File: src/rtl/i2cm_pkg.sv
package i2cm_pkg;

    // register addresses
    localparam logic [2:0] A_CFG    = 3'd0;
    localparam logic [2:0] A_TGT    = 3'd1;
    localparam logic [2:0] A_DATA   = 3'd2;
    localparam logic [2:0] A_CMDST  = 3'd3;
    localparam logic [2:0] A_PERIOD = 3'd4;
    localparam logic [2:0] A_IMASK  = 3'd5;
    localparam logic [2:0] A_ICLR   = 3'd6;
    localparam logic [2:0] A_IMSTAT = 3'd7;

    // command bits
    localparam int C_RUN   = 0;
    localparam int C_START = 1;
    localparam int C_STOP  = 2;

    // status bit positions
    localparam int S_BUSY   = 0;
    localparam int S_ERR    = 1;
    localparam int S_ANACK  = 2;
    localparam int S_DNACK  = 3;
    localparam int S_ARB    = 4;
    localparam int S_IDLE   = 5;
    localparam int S_BUSBSY = 6;

    localparam int CFG_EN_BIT = 4;

    typedef enum logic [2:0] {
        ST_IDLE,
        ST_START,
        ST_XFER,
        ST_STOP,
        ST_FLUSH
    } cmd_state_t;

endpackage

File: src/rtl/i2cm_regfile.sv
module i2cm_regfile
    import i2cm_pkg::*;
#(
    parameter int DATA_W = 8,
    parameter int ADDR_W = 3
) (
    input  logic              clk,
    input  logic              rst_n,
    input  logic              wr,
    input  logic [ADDR_W-1:0] addr,
    input  logic [DATA_W-1:0] wdata,
    input  logic              rx_load,
    input  logic [DATA_W-1:0] rx_byte,
    input  logic              byte_done,
    output logic [DATA_W-1:0] cfg_q,
    output logic [DATA_W-1:0] tgt_q,
    output logic [DATA_W-1:0] data_q,
    output logic [DATA_W-1:0] period_q,
    output logic              mask_q,
    output logic              raw_q
);

    localparam logic [DATA_W-1:0] CFG_KEEP = DATA_W'(8'h31);

    logic clr_hit;
    assign clr_hit = wr && (addr == ADDR_W'(A_ICLR)) && wdata[0];

    always_ff @(posedge clk) begin
        if (!rst_n) begin
            cfg_q    <= '0;
            tgt_q    <= '0;
            data_q   <= '0;
            period_q <= '0;
            mask_q   <= 1'b0;
        end else begin
            if (wr) begin
                unique case (addr)
                    ADDR_W'(A_CFG):    cfg_q    <= wdata & CFG_KEEP;
                    ADDR_W'(A_TGT):    tgt_q    <= wdata;
                    ADDR_W'(A_PERIOD): period_q <= wdata;
                    ADDR_W'(A_IMASK):  mask_q   <= wdata[0];
                    default: ;
                endcase
            end
            // a received byte beats a software write in the same cycle
            if (rx_load) begin
                data_q <= rx_byte;
            end else if (wr && addr == ADDR_W'(A_DATA)) begin
                data_q <= wdata;
            end
        end
    end

    // completion sets, software clears; set wins a same-cycle collision
    always_ff @(posedge clk) begin
        if (!rst_n) begin
            raw_q <= 1'b0;
        end else if (byte_done) begin
            raw_q <= 1'b1;
        end else if (clr_hit) begin
            raw_q <= 1'b0;
        end
    end

    AST_SET_WINS: assert property (@(posedge clk) disable iff (!rst_n)
        byte_done |=> raw_q);
    AST_RX_WINS: assert property (@(posedge clk) disable iff (!rst_n)
        rx_load |=> (data_q == $past(rx_byte)));

endmodule

File: src/rtl/i2cm_cmd_fsm.sv
module i2cm_cmd_fsm
    import i2cm_pkg::*;
(
    input  logic       clk,
    input  logic       rst_n,
    input  logic       go,
    input  logic [2:0] cmd,
    input  logic       dir_rd,
    input  logic       eng_start_done,
    input  logic       eng_start_ok,
    input  logic       eng_xfer_done,
    input  logic       eng_nack,
    input  logic       eng_stop_done,
    output logic       start_req,
    output logic       xfer_req,
    output logic       stop_req,
    output logic       busy,
    output logic       owned,
    output logic       err_flag,
    output logic       arb_flag,
    output logic       anack_flag,
    output logic       dnack_flag,
    output logic       byte_done,
    output logic       rx_load
);

    cmd_state_t state, state_nx;
    logic       run_q, stop_q;
    logic       need_flush;

    // after bus ownership is settled: pick the next step of the command
    function automatic cmd_state_t after_own(input logic own, input logic run,
                                             input logic stp);
        if (!own)     return ST_IDLE;
        if (run)      return ST_XFER;
        if (stp)      return ST_STOP;
        return ST_IDLE;
    endfunction

    assign need_flush = owned
                     || (state == ST_START) || (state == ST_XFER)
                     || (state == ST_STOP)
                     || ((state == ST_FLUSH) && !eng_stop_done);

    // state register
    always_ff @(posedge clk) begin
        if (!rst_n) begin
            state <= need_flush ? ST_FLUSH : ST_IDLE;
        end else begin
            state <= state_nx;
        end
    end

    // next state
    always_comb begin
        state_nx = state;
        unique case (state)
            ST_IDLE: begin
                if (go) begin
                    if (cmd[C_START] && !owned) state_nx = ST_START;
                    else state_nx = after_own(owned, cmd[C_RUN], cmd[C_STOP]);
                end
            end
            ST_START: if (eng_start_done) state_nx = after_own(eng_start_ok, run_q, stop_q);
            ST_XFER:  if (eng_xfer_done)  state_nx = stop_q ? ST_STOP : ST_IDLE;
            ST_STOP:  if (eng_stop_done)  state_nx = ST_IDLE;
            ST_FLUSH: if (eng_stop_done)  state_nx = ST_IDLE;
            default:  state_nx = ST_IDLE;
        endcase
    end

    // outputs
    always_comb begin
        start_req = 1'b0;
        xfer_req  = 1'b0;
        stop_req  = 1'b0;
        unique case (state)
            ST_START:          start_req = 1'b1;
            ST_XFER:           xfer_req  = 1'b1;
            ST_STOP, ST_FLUSH: stop_req  = 1'b1;
            default: ;
        endcase
    end

    assign busy      = (state != ST_IDLE);
    assign byte_done = (state == ST_XFER) && eng_xfer_done;
    assign rx_load   = byte_done && dir_rd;

    // ownership and result flags
    always_ff @(posedge clk) begin
        if (!rst_n) begin
            run_q      <= 1'b0;
            stop_q     <= 1'b0;
            owned      <= 1'b0;
            err_flag   <= 1'b0;
            arb_flag   <= 1'b0;
            anack_flag <= 1'b0;
            dnack_flag <= 1'b0;
        end else begin
            if (go && state == ST_IDLE) begin
                run_q  <= cmd[C_RUN];
                stop_q <= cmd[C_STOP];
                if (!(cmd[C_START] && !owned)) err_flag <= !owned;
            end
            if (state == ST_START && eng_start_done) begin
                owned    <= eng_start_ok;
                arb_flag <= !eng_start_ok;
                err_flag <= !eng_start_ok;
                if (eng_start_ok) anack_flag <= eng_nack;
            end
            if (byte_done) dnack_flag <= eng_nack;
            if (state == ST_STOP && eng_stop_done) owned <= 1'b0;
        end
    end

    AST_START_FREE: assert property (@(posedge clk) disable iff (!rst_n)
        start_req |-> !owned);
    AST_XFER_OWNED: assert property (@(posedge clk) disable iff (!rst_n)
        xfer_req |-> owned);
    AST_ONE_REQ: assert property (@(posedge clk) disable iff (!rst_n)
        $onehot0({start_req, xfer_req, stop_req}));
    AST_STOP_RELEASE: assert property (@(posedge clk) disable iff (!rst_n)
        (stop_req && eng_stop_done) |=> !owned);

endmodule

File: src/rtl/i2cm_cmd_front.sv
module i2cm_cmd_front
    import i2cm_pkg::*;
#(
    parameter int DATA_W = 8,
    parameter int ADDR_W = 3
) (
    input  logic              clk,
    input  logic              rst_n,
    input  logic              reg_wr,
    input  logic [ADDR_W-1:0] reg_addr,
    input  logic [DATA_W-1:0] reg_wdata,
    output logic [DATA_W-1:0] reg_rdata,
    output logic              irq,
    output logic [DATA_W-1:0] eng_scl_period,
    output logic [6:0]        eng_tgt_addr,
    output logic              eng_start_req,
    input  logic              eng_start_done,
    input  logic              eng_start_ok,
    output logic              eng_xfer_req,
    output logic              eng_xfer_rd,
    output logic [DATA_W-1:0] eng_tx_byte,
    input  logic              eng_xfer_done,
    input  logic [DATA_W-1:0] eng_rx_byte,
    input  logic              eng_nack,
    output logic              eng_stop_req,
    input  logic              eng_stop_done
);

    logic [DATA_W-1:0] cfg_q, tgt_q, data_q, period_q, status;
    logic              mask_q, raw_q, masked;
    logic              cmd_wr, go;
    logic              busy, owned, err_flag, arb_flag, anack_flag, dnack_flag;
    logic              byte_done, rx_load;

    assign cmd_wr = reg_wr && (reg_addr == ADDR_W'(A_CMDST));
    assign go     = cmd_wr && cfg_q[CFG_EN_BIT] && !busy;

    i2cm_regfile #(.DATA_W(DATA_W), .ADDR_W(ADDR_W)) u_regs (
        .clk       (clk),
        .rst_n     (rst_n),
        .wr        (reg_wr),
        .addr      (reg_addr),
        .wdata     (reg_wdata),
        .rx_load   (rx_load),
        .rx_byte   (eng_rx_byte),
        .byte_done (byte_done),
        .cfg_q     (cfg_q),
        .tgt_q     (tgt_q),
        .data_q    (data_q),
        .period_q  (period_q),
        .mask_q    (mask_q),
        .raw_q     (raw_q)
    );

    i2cm_cmd_fsm u_fsm (
        .clk            (clk),
        .rst_n          (rst_n),
        .go             (go),
        .cmd            (reg_wdata[2:0]),
        .dir_rd         (tgt_q[0]),
        .eng_start_done (eng_start_done),
        .eng_start_ok   (eng_start_ok),
        .eng_xfer_done  (eng_xfer_done),
        .eng_nack       (eng_nack),
        .eng_stop_done  (eng_stop_done),
        .start_req      (eng_start_req),
        .xfer_req       (eng_xfer_req),
        .stop_req       (eng_stop_req),
        .busy           (busy),
        .owned          (owned),
        .err_flag       (err_flag),
        .arb_flag       (arb_flag),
        .anack_flag     (anack_flag),
        .dnack_flag     (dnack_flag),
        .byte_done      (byte_done),
        .rx_load        (rx_load)
    );

    assign masked         = raw_q & mask_q;
    assign irq            = masked;
    assign eng_scl_period = period_q;
    assign eng_tgt_addr   = tgt_q[7:1];
    assign eng_xfer_rd    = tgt_q[0];
    assign eng_tx_byte    = data_q;

    always_comb begin
        status           = '0;
        status[S_BUSY]   = busy;
        status[S_ERR]    = err_flag;
        status[S_ANACK]  = anack_flag;
        status[S_DNACK]  = dnack_flag;
        status[S_ARB]    = arb_flag;
        status[S_IDLE]   = !busy && !owned;
        status[S_BUSBSY] = owned;
    end

    always_comb begin
        unique case (reg_addr)
            ADDR_W'(A_CFG):    reg_rdata = cfg_q;
            ADDR_W'(A_TGT):    reg_rdata = tgt_q;
            ADDR_W'(A_DATA):   reg_rdata = data_q;
            ADDR_W'(A_CMDST):  reg_rdata = status;
            ADDR_W'(A_PERIOD): reg_rdata = period_q;
            ADDR_W'(A_IMASK):  reg_rdata = DATA_W'(mask_q);
            ADDR_W'(A_ICLR):   reg_rdata = DATA_W'(raw_q);
            default:           reg_rdata = DATA_W'(masked);
        endcase
    end

    AST_DISABLED_CMD: assert property (@(posedge clk) disable iff (!rst_n)
        (cmd_wr && !cfg_q[CFG_EN_BIT] && !busy) |=> !busy);

endmodule

File: config.mk
export PLATFORM = sky130hd
export DESIGN_NAME = i2cm_cmd_front
export DESIGN_NICKNAME = d
export VERILOG_FILES = /design/src/rtl/i2cm_pkg.sv /design/src/rtl/i2cm_regfile.sv /design/src/rtl/i2cm_cmd_fsm.sv /design/src/rtl/i2cm_cmd_front.sv
export SDC_FILE = /design/constraint.sdc
export NUM_CORES = 1
export LEC_CHECK = 0
export ABC_CLOCK_PERIOD_IN_PS = 1800
export BUFFER_PORTS_ARGS = -buffer_cell sky130_fd_sc_hd__buf_2
export CORE_MARGIN = 2
export CORE_UTILIZATION = 49
export CTS_BUF_LIST = sky130_fd_sc_hd__clkbuf_8
export DETAILED_ROUTE_END_ITERATION = 12
export PLACE_DENSITY = 0.82
export RECOVER_POWER = 50
export REMOVE_ABC_BUFFERS = 1
export SYNTH_ARGS = -nofsm -noshare
export SYNTH_HDL_FRONTEND = slang
export SYNTH_HIERARCHICAL = 1
export SYNTH_SLANG_ARGS = --single-unit
File: constraint.sdc
create_clock -name clk -period 1.8 [get_ports clk]
set_input_delay 0.18 -clock clk [delete_from_list [all_inputs] [get_ports clk]]
set_output_delay 0.18 -clock clk [all_outputs]
set_load 0.01 [all_outputs]
==> results.tsv, run 1 <==
stage	metric	value	unit
run_status	run_status	complete, but fails checks	
run_status	violations	setup timing	
final_layout	area_growth	21.8	%
power	cellInternalPower	1.64	mW
sta	drv_slew	0	
critical_path	cp_cell_sequence	or3_4 -> buf_6 -> nor2_4 -> mux4_2 -> mux2_2 -> buf_6	
power	clock_power_share	0.269	
final_layout	nets	328	
power	p_switching	0.763	mW
run	max_cap_violations	0	
yosys	yosysTopAreaCell	dfxtp_1	
clocking	cts_tree	yes	
detailed_routing	routed_wl	6030	um
power	cellPowerDensity	866	mW/mm^2
floorplanning	ios	63	
floorplanning	initial_utilization	0.517	
yosys	synth_edf_count	3	
floorplanning	die_w	72.2	um
detailed_routing	viasPerCell	5.68	
sta	max-slew-margin-rel	0.406	
sta	fin_crit_sh	1.09	
critical_path	slowest_delay	0.45	ns
floorplanning	rows	24	
critical_path	cp_slowest_cell	mux4_2	
grt	grt_util_all_layers	0.228	
critical_path	path_delay_family	multiplexers	
sta	worstMarginPinSlew	0.879	ns
detailed_routing	via_count	2009	
clocking	cts_max_path_buffers	2	
floorplanning	die_area	0.00522	sq mm
critical_path	crit_required	1.62	ns
yosys	ys.warnings.count	6	
detailed_routing	drtAntennaViolNets	0	
sta	fin_crit	1.96	ns
floorplanning	core	0.00441	sq mm
yosys	syn_area	0.00228	sq mm
yosys	synthCells	232	
clocking	clk_pin_slew	0.08	ns
detailed_routing	post_drt_wl_per_cell	17.0	um
clocking	numCtsBuffers	5	
place	pre_cts_slack	-0.0876	ns
yosys	ys_types	50	
grt	grt-ovfl-total	0	
final_layout	fillers	373	
clocking	clock-sinks	39	
yosys	synth_flop_cell	dfxtp_1	
clocking	htree_levels	2	
sta	fmax	510	MHz
place	dp.cells	343	
place	place_hpwl	4080	um
clocking	clk_latency	0.29	ns
grt	grt_pass1_vias	1876	
hold_path	hp-class	in2reg	
sta	layout_setup_ws	-0.159	ns
grt	grt_max_degree	28	
power	swShare	0.317	
clocking	root_buffer	clkbuf_8	
clocking	hold_buffers	0	
critical_path	cpMostUsedCell	buf_6	
sta	rsz0062_at_grt	true	
final_layout	final_core_util	0.630	
power	fin_total_pwr	2.41	mW
final_layout	drive_gt1_frac	0.262	
place	port_buffers	62	
power	pwr-share-seq	0.406	
power	power_frac_comb	0.325	
place	place.gp.congestion	0.864	
power	p_leak	1.06	nW
final_layout	diodes	0	
grt	antenna_found_initial	0	
yosys	avgSynthCellArea	9.84	sq um
detailed_routing	remaining_drc_errors	0	
final_layout	stdcell_count	354	
critical_path	cp-end-kind	output port	
yosys	ys_ff_latch	39	
yosys	synth.yosys.seq_area_share	0.355	
yosys	async_flop_share	0	
critical_path	start_kind	register	
sta	skew	0.00633	ns
floorplanning	die_h	72.2	um
detailed_routing	initialDrtViolationCount	116	
yosys	synthTopCellsByArea	dfxtp_1 (32%), mux2i_1 (15%), nor2b_1 (6.9%)	
critical_path	cp_max_fo	2	
detailed_routing	dr.pass1.iters	4	
yosys	synth_top_area_share	0.316	
sta	final_hold_viol_count	0	
critical_path	path_class	reg2out	
power	ir_drop	530	uV
sta	setup_viol	8	
critical_path	crit_arrival	1.78	ns
critical_path	crit_buf_inv	2	
grt	grt_first_pass_wirelength	9110	um
==> registers in the layout, summed over array words and instances, names as in the netlist <==
name,cells
u_regs/data_q,8
u_fsm/err_flag,1
u_fsm/dnack_flag,1
u_fsm/run_q,1
u_fsm/state,3
u_fsm/owned,1
u_fsm/arb_flag,1
u_regs/period_q,8
u_fsm/stop_q,1
u_regs/cfg_q,3
u_regs/raw_q,1
u_regs/tgt_q,8
u_fsm/anack_flag,1
u_regs/mask_q,1
==> Yosys cell counts (all sizes together), types with 2 or more instances <==
library cell and number:
dfxtp 36, and3 2, nand4 2, clkbuf 6
o21ai 20, edfxtp 3, buf 14, inv 9
nor2 10, nand3 8, nor2b 25, a2bb2oi 3
nand2b 3, nand2 5, nor4b 2, a21oi 12
a31oi 2, mux2i 35, and2 3, mux4 6
mux2 2, and4bb 4
==> through the flow <==
stage | cell area [sq um] | setup TNS, ns | hold slack [ns]
floorplan | 2140 | -0.959 | 0.280
detailed placement | 2640 | -0.410 | 0.459
CTS | 2780 | -1.15 | 0.155
global route | 2780 | -1.57 | 0.178
finish | 2780 | -0.769 | 0.161
global placement | 2640 | -0.0781 | 0.445
==> placed cells by master (no fill, tap or decap), drive strengths merged, types with 2 or more instances in the layout <==
cell and n:
nor2 10, a21oi 12, buf 53, and2 3, nor4b 2, a2bb2oi 3, nor2b 25, edfxtp 3
conb 5, and3 2, o21ai 20, nand2b 3, nand3 8, a31oi 2, nand2 5, clkbuf 33
nand4 2, mux2 2, dfxtp 36, and4bb 4, mux2i 35, mux4 6, inv 9
==> worst min-delay path, cell delays in order <==
cell and delay (ns):
buf_2 0.07, o21ai_0 0.06, a21oi_1 0.10
==> cells by family (layout without fill, tap and decap cells) <==
family                 count (synthesis)  in the layout  synth area share
DFF                                   39             39             0.355
AOI/OAI and AO/OA                     47             47             0.126
muxes                                 43             43             0.226
other                                  1              5           0.00164
buffers and inverters                 30             96            0.0817
and+or+nand+nor                       72             72             0.210
==> what timing repair did <==
| item | 4_1_cts | 5_1_grt |
|---|---|---|
| resized for setup | 7 | 5 |
| endpoints found under the setup margin | 8 | 17 |
| pin swaps | 3 | 2 |
| buffers inserted | 1 | 4 |
| hold endpoints to repair | 0 | 0 |
==> per-layer routing <==
metal	up-vias	track usage	routed length (um)
met5	-	0	0
li1	963	-	-
met2	72	0.371	3010
met1	966	0.298	2560
met4	0	0.0922	103
met3	8	0.0458	359
==> power by group through the flow <==
| stage | Combinational (mW) | Clock, mW | Sequential (mW) |
|---|---|---|---|
| 5_1_grt | 0.832 | 0.703 | 0.984 |
| 6_report | 0.782 | 0.647 | 0.979 |
| 3_3_place_gp | 0.693 | 0 | 0.988 |
| 2_1_floorplan | 0.344 | 0 | 1.06 |
| 3_5_place_dp | 0.704 | 0 | 0.991 |
| 4_1_cts | 0.769 | 0.662 | 0.975 |
==> final timing paths <==
kind	cells past startpoint	startpoint	slack (ns)	to
worst min-delay path	3	eng_rx_byte[5]	0.16	u_regs/data_q[5]
worst min register to register	2	u_regs/tgt_q[2]	0.54	u_regs/tgt_q[2]
worst max-delay path	6	u_fsm/state[1]	-0.16	reg_rdata[5]
worst max register to register	6	u_fsm/state[1]	-0.13	u_fsm/state[2]
==> area by class of cell <==
class	instances	area, sq um	area share
multi-input cells	167	1320	0.476
inverters	9	37.5	0.0135
flip-flops and latches	39	811	0.292
clock buffers	7	96.3	0.0347
well taps	52	65.1	0.0234
clock inverters	1	3.75	0.00135
repair buffers	79	444	0.160
Power figures use the tool's default switching activity.
==> run 2, diff against run 1 <==
GPL_ROUTABILITY_DRIVEN = 1   (was not set)
REMOVE_ABC_BUFFERS = not set   (was 1)
==> run 2 against run 1 <==
  * The flow still finishes with violations (setup timing)
  * Total power is 3.1% lower
  * Non-clock buffer count is 1 higher
  * Highest routed layer unchanged
  * Setup slack better by 0.087 ns
  * Global-route usage is 0.90 points lower
  * Die area stayed put
  * Clock-buffer cell count is 2 lower
  * Critical path depth is 1 lower
  * Combinational power hardly changed
==> results.tsv, run 2 (synthesized netlist as in run 1, its figures left out) <==
stage	metric	value	unit	change
run	max_cap_violations	0		unchanged
grt	grt_max_degree	35		+25%
grt	grt_first_pass_wirelength	8690	um	-4.5%
detailed_routing	wl_met3	229	um	-36%
sta	worstMarginPinSlew	0.651	ns	-0.228 ns
sta	skew	0.00433	ns	-0.00201 ns
detailed_routing	via_count	1981		-1.4%
detailed_routing	post_drt_wl_per_cell	16.0	um	-5.8%
critical_path	r2r_start	u_fsm/state[1]		
critical_path	r2r-end	u_fsm/err_flag		
power	swShare	0.327		+0.0103
floorplanning	die_area	0.00522	sq mm	unchanged
place	pre_cts_slack	0.0916	ns	+0.179 ns
sta	rsz0062_at_grt	true		
detailed_routing	remaining_drc_errors	0		unchanged
run_status	violations	setup timing		
detailed_routing	drtAntennaViolNets	0		unchanged
run_status	run_status	complete, but fails checks		
final_layout	final_common_cell	dfxtp_1		
clocking	hold_buffers	0		unchanged
critical_path	cp_max_fo	3		+1
detailed_routing	initialDrtViolationCount	96		-17%
clocking	root_buffer	clkbuf_8		
power	cellInternalPower	1.57	mW	-4.6%
critical_path	crit_arrival	1.69	ns	-0.09 ns
grt	antenna_found_initial	0		unchanged
floorplanning	die_w	72.2	um	unchanged
final_layout	layout_common_cells	dfxtp_1 (36), mux2i_1 (35), buf_2 (35), clkbuf_1 (26), nor2b_1 (25)		
floorplanning	ios	63		unchanged
critical_path	crit_end	reg_rdata[0]		
clocking	cts_max_path_buffers	2		unchanged
place	place.gp.congestion	0.861		-0.32%
critical_path	worstSetupStartpoint	u_fsm/state[1]		
place	port_buffers	62		unchanged
hold_path	hp-class	in2reg		
critical_path	reg2reg_slack	-0.03	ns	+0.10 ns
clocking	cts_tree	yes		
detailed_routing	dr_wl_met2	2920	um	-2.7%
critical_path	crit_required	1.62	ns	about the same
power	ir_drop	587	uV	+11%
final_layout	nets	329		+0.30%
final_layout	seq_area	811	sq um	unchanged
floorplanning	rows	24		unchanged
critical_path	reg2reg_depth	7		+1
final_layout	reg.largest.list	u_regs/data_q x8, u_regs/period_q x8, u_regs/tgt_q x8		
floorplanning	initial_utilization	0.517		unchanged
grt	grt_pass1_vias	1753		-6.6%
final_layout	fillers	369		-1.1%
power	pwr-share-seq	0.417		+0.011
sta	max-slew-margin-rel	0.566		+0.160
sta	final_hold_viol_count	0		unchanged
sta	setup_viol	7		-1
power	p_switching	0.763	mW	about the same
final_layout	diodes	0		unchanged
place	place_area	0.00264	sq mm	about the same
final_layout	drive_gt1_frac	0.274		+0.0123
critical_path	path_class	reg2out		
clocking	clk_pin_slew	0.08	ns	about the same
detailed_routing	dr.pass1.iters	4		unchanged
detailed_routing	wirelength_met1	2460	um	-4.0%
detailed_routing	top_layer	met4		
sta	drv_slew	0		unchanged
sta	fin_crit_sh	1.04		-0.0483
grt	grt_util_all_layers	0.219		-0.00897
clocking	clock-sinks	39		unchanged
power	p_leak	1.06	nW	-0.35%
power	fin_total_pwr	2.33	mW	-3.1%
clocking	clk_latency	0.28	ns	about the same
power	power_frac_comb	0.334		+0.009
detailed_routing	routed_wl	5700	um	-5.5%
power	cellPowerDensity	838	mW/mm^2	-3.2%
clocking	htree_levels	2		unchanged
place	place_hpwl	4080	um	-0.19%
critical_path	start_kind	register		
power	clock_power_share	0.249		-0.020
final_layout	design_area	0.00278	sq mm	+0.13%
clocking	numCtsBuffers	5		unchanged
detailed_routing	viasPerCell	5.58		-1.7%
sta	fin_crit	1.87	ns	-0.0869 ns
floorplanning	die_h	72.2	um	unchanged
floorplanning	core	0.00441	sq mm	unchanged
final_layout	area_growth	22.0	%	
critical_path	cp-end-kind	output port		
sta	layout_setup_ws	-0.0723	ns	+0.0869 ns
grt	grt-ovfl-total	0		unchanged
sta	fmax	534	MHz	+4.6%
final_layout	multiInputGateArea	0.00135	sq mm	+1.9%
-- run 2: cell count changes in the layout (fill, tap and decap cells not counted), sizes merged --
cell and delta:
clkinv +1, clkbuf -2, buf +1, clkinvlp +1
-- run 2: critical path: stages (launching register included) --
cell and delay [ns]:
edfxtp_1 0.39, or3_4 0.41, a31oi_1 0.18, a41oi_1 0.08, a2bb2o_4 0.24, buf_6 0.11
-- run 2: layout make-up --
cell class,count,area share
multi-input cells,167,0.484
flip-flops and latches,39,0.291
repair buffers,80,0.156
clock buffers,5,0.0247
well taps,52,0.0234
inverters,9,0.0135
clock inverters,3,0.00674
-- run 2: power groups by stage --
stage | sequential [mW] | clock [mW] | combinational (mW)
2_1_floorplan | 1.02 | 0 | 0.499
3_3_place_gp | 0.990 | 0 | 0.709
3_5_place_dp | 0.993 | 0 | 0.719
4_1_cts | 0.973 | 0.592 | 0.777
5_1_grt | 0.981 | 0.636 | 0.846
6_report | 0.973 | 0.581 | 0.779
-- run 2: worst min path at each step --
stage | startpoint | to | slack (ns) | depth (start not counted)
5_1_grt | eng_rx_byte[3] | u_regs/data_q[3] | 0.18 | 3
3_5_place_dp | eng_rx_byte[3] | u_regs/data_q[3] | 0.45 | 3
4_1_cts | eng_rx_byte[3] | u_regs/data_q[3] | 0.15 | 3
2_1_floorplan | reg_addr[2] | u_regs/raw_q | 0.28 | 1
6_report | eng_rx_byte[2] | u_regs/data_q[2] | 0.15 | 3
3_3_place_gp | eng_rx_byte[3] | u_regs/data_q[3] | 0.44 | 3
-- run 2: per-layer routing --
metal / up-vias / track usage
li1: 970 / -
met1: 942 / 0.281
met2: 62 / 0.366
met3: 7 / 0.0403
met4: 0 / 0.0881
met5: - / 0
-- run 2: timing repair --
action | in CTS | in global routing
setup endpoints to repair | 2 | 17
pin swaps | 4 | 2
resized for setup | 3 | 5
buffers inserted | 3 | 7
-- run 2: stage by stage --
stage / instances / setup TNS, ns / hold WS, ns / utilization
after floorplan: 236 / -0.249 / 0.281 / -
after global placement: 340 / 0 / 0.443 / 0.598
after detailed placement: 340 / 0 / 0.452 / 0.598
after CTS: 351 / -0.327 / 0.149 / 0.627
after global routing: 355 / -1.02 / 0.177 / 0.631
final: 355 / -0.258 / 0.145 / 0.631
==> run 3, diff against run 2 <==
SETUP_SLACK_MARGIN = 0.5   (was not set)
==> run 3 against run 2 <==
  * The run still ends with setup timing left
  * Critical path depth stayed put
  * Die area is the same
  * Flip-flop and latch count did not move
  * Largest power group is now combinational logic
  * Highest routed layer unchanged
==> results.tsv, run 3 (synthesized netlist as in run 1, its figures left out) <==
stage	metric	value	unit	change
final_layout	diodes	0		unchanged
power	p_leak	1.31	nW	+23%
final_layout	fillers	305		-17%
critical_path	reg2reg_slack	-0.07	ns	-0.04 ns
run	max_cap_violations	0		unchanged
place	port_buffers	62		unchanged
clocking	clk_pin_slew	0.07	ns	about the same
detailed_routing	routed_wl	6670	um	+17%
critical_path	cp_slowest_cell	mux4_2		
grt	grt_util_all_layers	0.235		+0.0151
hold_path	min_to	u_regs/data_q[2]		
run_status	violations	setup timing		
sta	finalSetupTns	-0.260	ns	-0.00149 ns
detailed_routing	wl_met3	414	um	+81%
run_status	run_status	complete, but fails checks		
hold_path	hp-class	in2reg		
clocking	cts_tree	yes		
floorplanning	die_w	72.2	um	unchanged
floorplanning	initial_utilization	0.517		unchanged
final_layout	layout_common_cells	buf_2 (57), mux2i_1 (35), nor2b_1 (24), dfxtp_1 (24), buf_4 (22)		
floorplanning	ios	63		unchanged
sta	hold_slack	0.146	ns	+0.000958 ns
floorplanning	rows	24		unchanged
critical_path	cp-end-kind	output port		
final_layout	final_common_cell	buf_2		
sta	setup_viol	6		-1
place	pre_cts_slack	0.0601	ns	-0.0315 ns
power	ir_drop	624	uV	+6.4%
detailed_routing	wirelength_met1	2740	um	+11%
critical_path	crit_required	1.62	ns	about the same
sta	drv_slew	0		unchanged
clocking	clk_latency	0.29	ns	about the same
clocking	cts_max_path_buffers	2		unchanged
hold_path	min_from	eng_rx_byte[2]		
grt	grt_first_pass_wirelength	9360	um	+7.7%
final_layout	nets	345		+4.9%
detailed_routing	initialDrtViolationCount	191		+99%
clocking	clock-sinks	39		unchanged
critical_path	slowest_delay	0.46	ns	+0.05 ns
detailed_routing	viasPerCell	5.67		+1.5%
final_layout	design_area	0.00316	sq mm	+14%
place	place.gp.congestion	0.880		+2.2%
critical_path	r2r-end	u_fsm/err_flag		
critical_path	reg2reg_depth	6		-1
sta	fin_crit	1.89	ns	+0.0148 ns
critical_path	crit_arrival	1.71	ns	+0.02 ns
grt	grt_pass1_vias	1982		+13%
critical_path	path_class	reg2out		
detailed_routing	dr_wl_met2	3400	um	+16%
grt	antenna_found_initial	0		unchanged
critical_path	cp_max_fo	3		unchanged
detailed_routing	remaining_drc_errors	0		unchanged
detailed_routing	post_drt_wl_per_cell	18.0	um	+12%
place	place_area	0.00265	sq mm	+0.28%
clocking	root_buffer	clkbuf_8		
final_layout	drive_gt1_frac	0.524		+0.250
detailed_routing	drtAntennaViolNets	0		unchanged
critical_path	cp_cell_sequence	or3_4 -> nor2_2 -> mux4_2 -> mux2_4 -> buf_6		
final_layout	area_growth	38.5	%	
sta	skew	0.00877	ns	+0.00444 ns
sta	fmax	530	MHz	-0.79%
sta	rsz0062_at_grt	true		
final_layout	reg.largest.list	u_regs/data_q x8, u_regs/period_q x8, u_regs/tgt_q x8		
grt	grt_max_degree	22		-37%
sta	final_hold_viol_count	0		unchanged
sta	fin_crit_sh	1.05		+0.00823
critical_path	start_kind	register		
floorplanning	core	0.00441	sq mm	unchanged
critical_path	worstSetupStartpoint	u_fsm/state[2]		
power	cellPowerDensity	889	mW/mm^2	+6.1%
floorplanning	die_h	72.2	um	unchanged
grt	grt-ovfl-total	0		unchanged
detailed_routing	dr.pass1.iters	4		unchanged
floorplanning	die_area	0.00522	sq mm	unchanged
sta	layout_setup_ws	-0.0871	ns	-0.0148 ns
clocking	htree_levels	2		unchanged
detailed_routing	via_count	2102		+6.1%
detailed_routing	top_layer	met4		
place	place_hpwl	4030	um	-1.2%
critical_path	r2r_start	u_fsm/state[2]		
power	fin_total_pwr	2.81	mW	+20%
clocking	numCtsBuffers	5		unchanged
hold_path	min_path_cells	3		unchanged
==> run 3: changes by cell type in the layout (fill, tap and decap cells not counted), sizes merged <==
cell / previous run / this run
clkbuf: 31 / 7
clkinvlp: 2 / 1
clkinv: 1 / 0
buf: 54 / 96
==> run 3: layout make-up <==
cell class / instances / area (sq um) / area share
Timing Repair Buffer: 96 / 659 / 0.209
Clock inverter: 1 / 3.75 / 0.00119
Inverter: 9 / 37.5 / 0.0119
Sequential cell: 39 / 826 / 0.261
Multi-Input combinational cell: 167 / 1470 / 0.466
Clock buffer: 7 / 96.3 / 0.0305
Tap cell: 52 / 65.1 / 0.0206
==> run 3: metrics by stage <==
stage | utilization | std cells
5_1_grt | 0.716 | 371
4_1_cts | 0.664 | 361
3_5_place_dp | 0.600 | 341
3_3_place_gp | 0.600 | 341
2_1_floorplan | - | 236
6_report | 0.716 | 371
==> run 3: report_power, final <==
group          total, mW  switching, mW  internal (mW)  leakage (nW)
sequential         0.977         0.0348          0.943         0.330
combinational       1.18          0.555          0.625         0.923
clock              0.653          0.309          0.344        0.0557
==> run 3: worst max-delay path by stage <==
stage,to,slack (ns),cells past startpoint
finish,reg_rdata[5],-0.09,5
global route,reg_rdata[0],-0.15,5
CTS,reg_rdata[5],-0.09,5
detailed placement,u_fsm/err_flag,0.06,6
global placement,u_fsm/state[0],0.14,6
floorplan,u_fsm/state[0],-0.07,7
==> run 3: per-layer routing <==
metal | up-vias | GRT usage
met1 | 1003 | 0.300
met4 | 0 | 0.0839
li1 | 993 | -
met3 | 14 | 0.0486
met2 | 92 | 0.392
met5 | - | 0
==> run 3: worst max-delay path: cells and delay by family (launching register included) <==
kind          cells  cell delay, ns
buf+inv           1            0.12
simple gates      2            0.20
mux               2            0.74
flops             1            0.36
==> run 3: timing repair <==
action / CTS / global route
resized for setup: 50 / 40
pin swaps: 12 / 24
hold buffers: 0 / 0
endpoints found under the hold margin: 0 / 0
buffers inserted: 12 / 10
endpoints found under the setup margin: 29 / 33
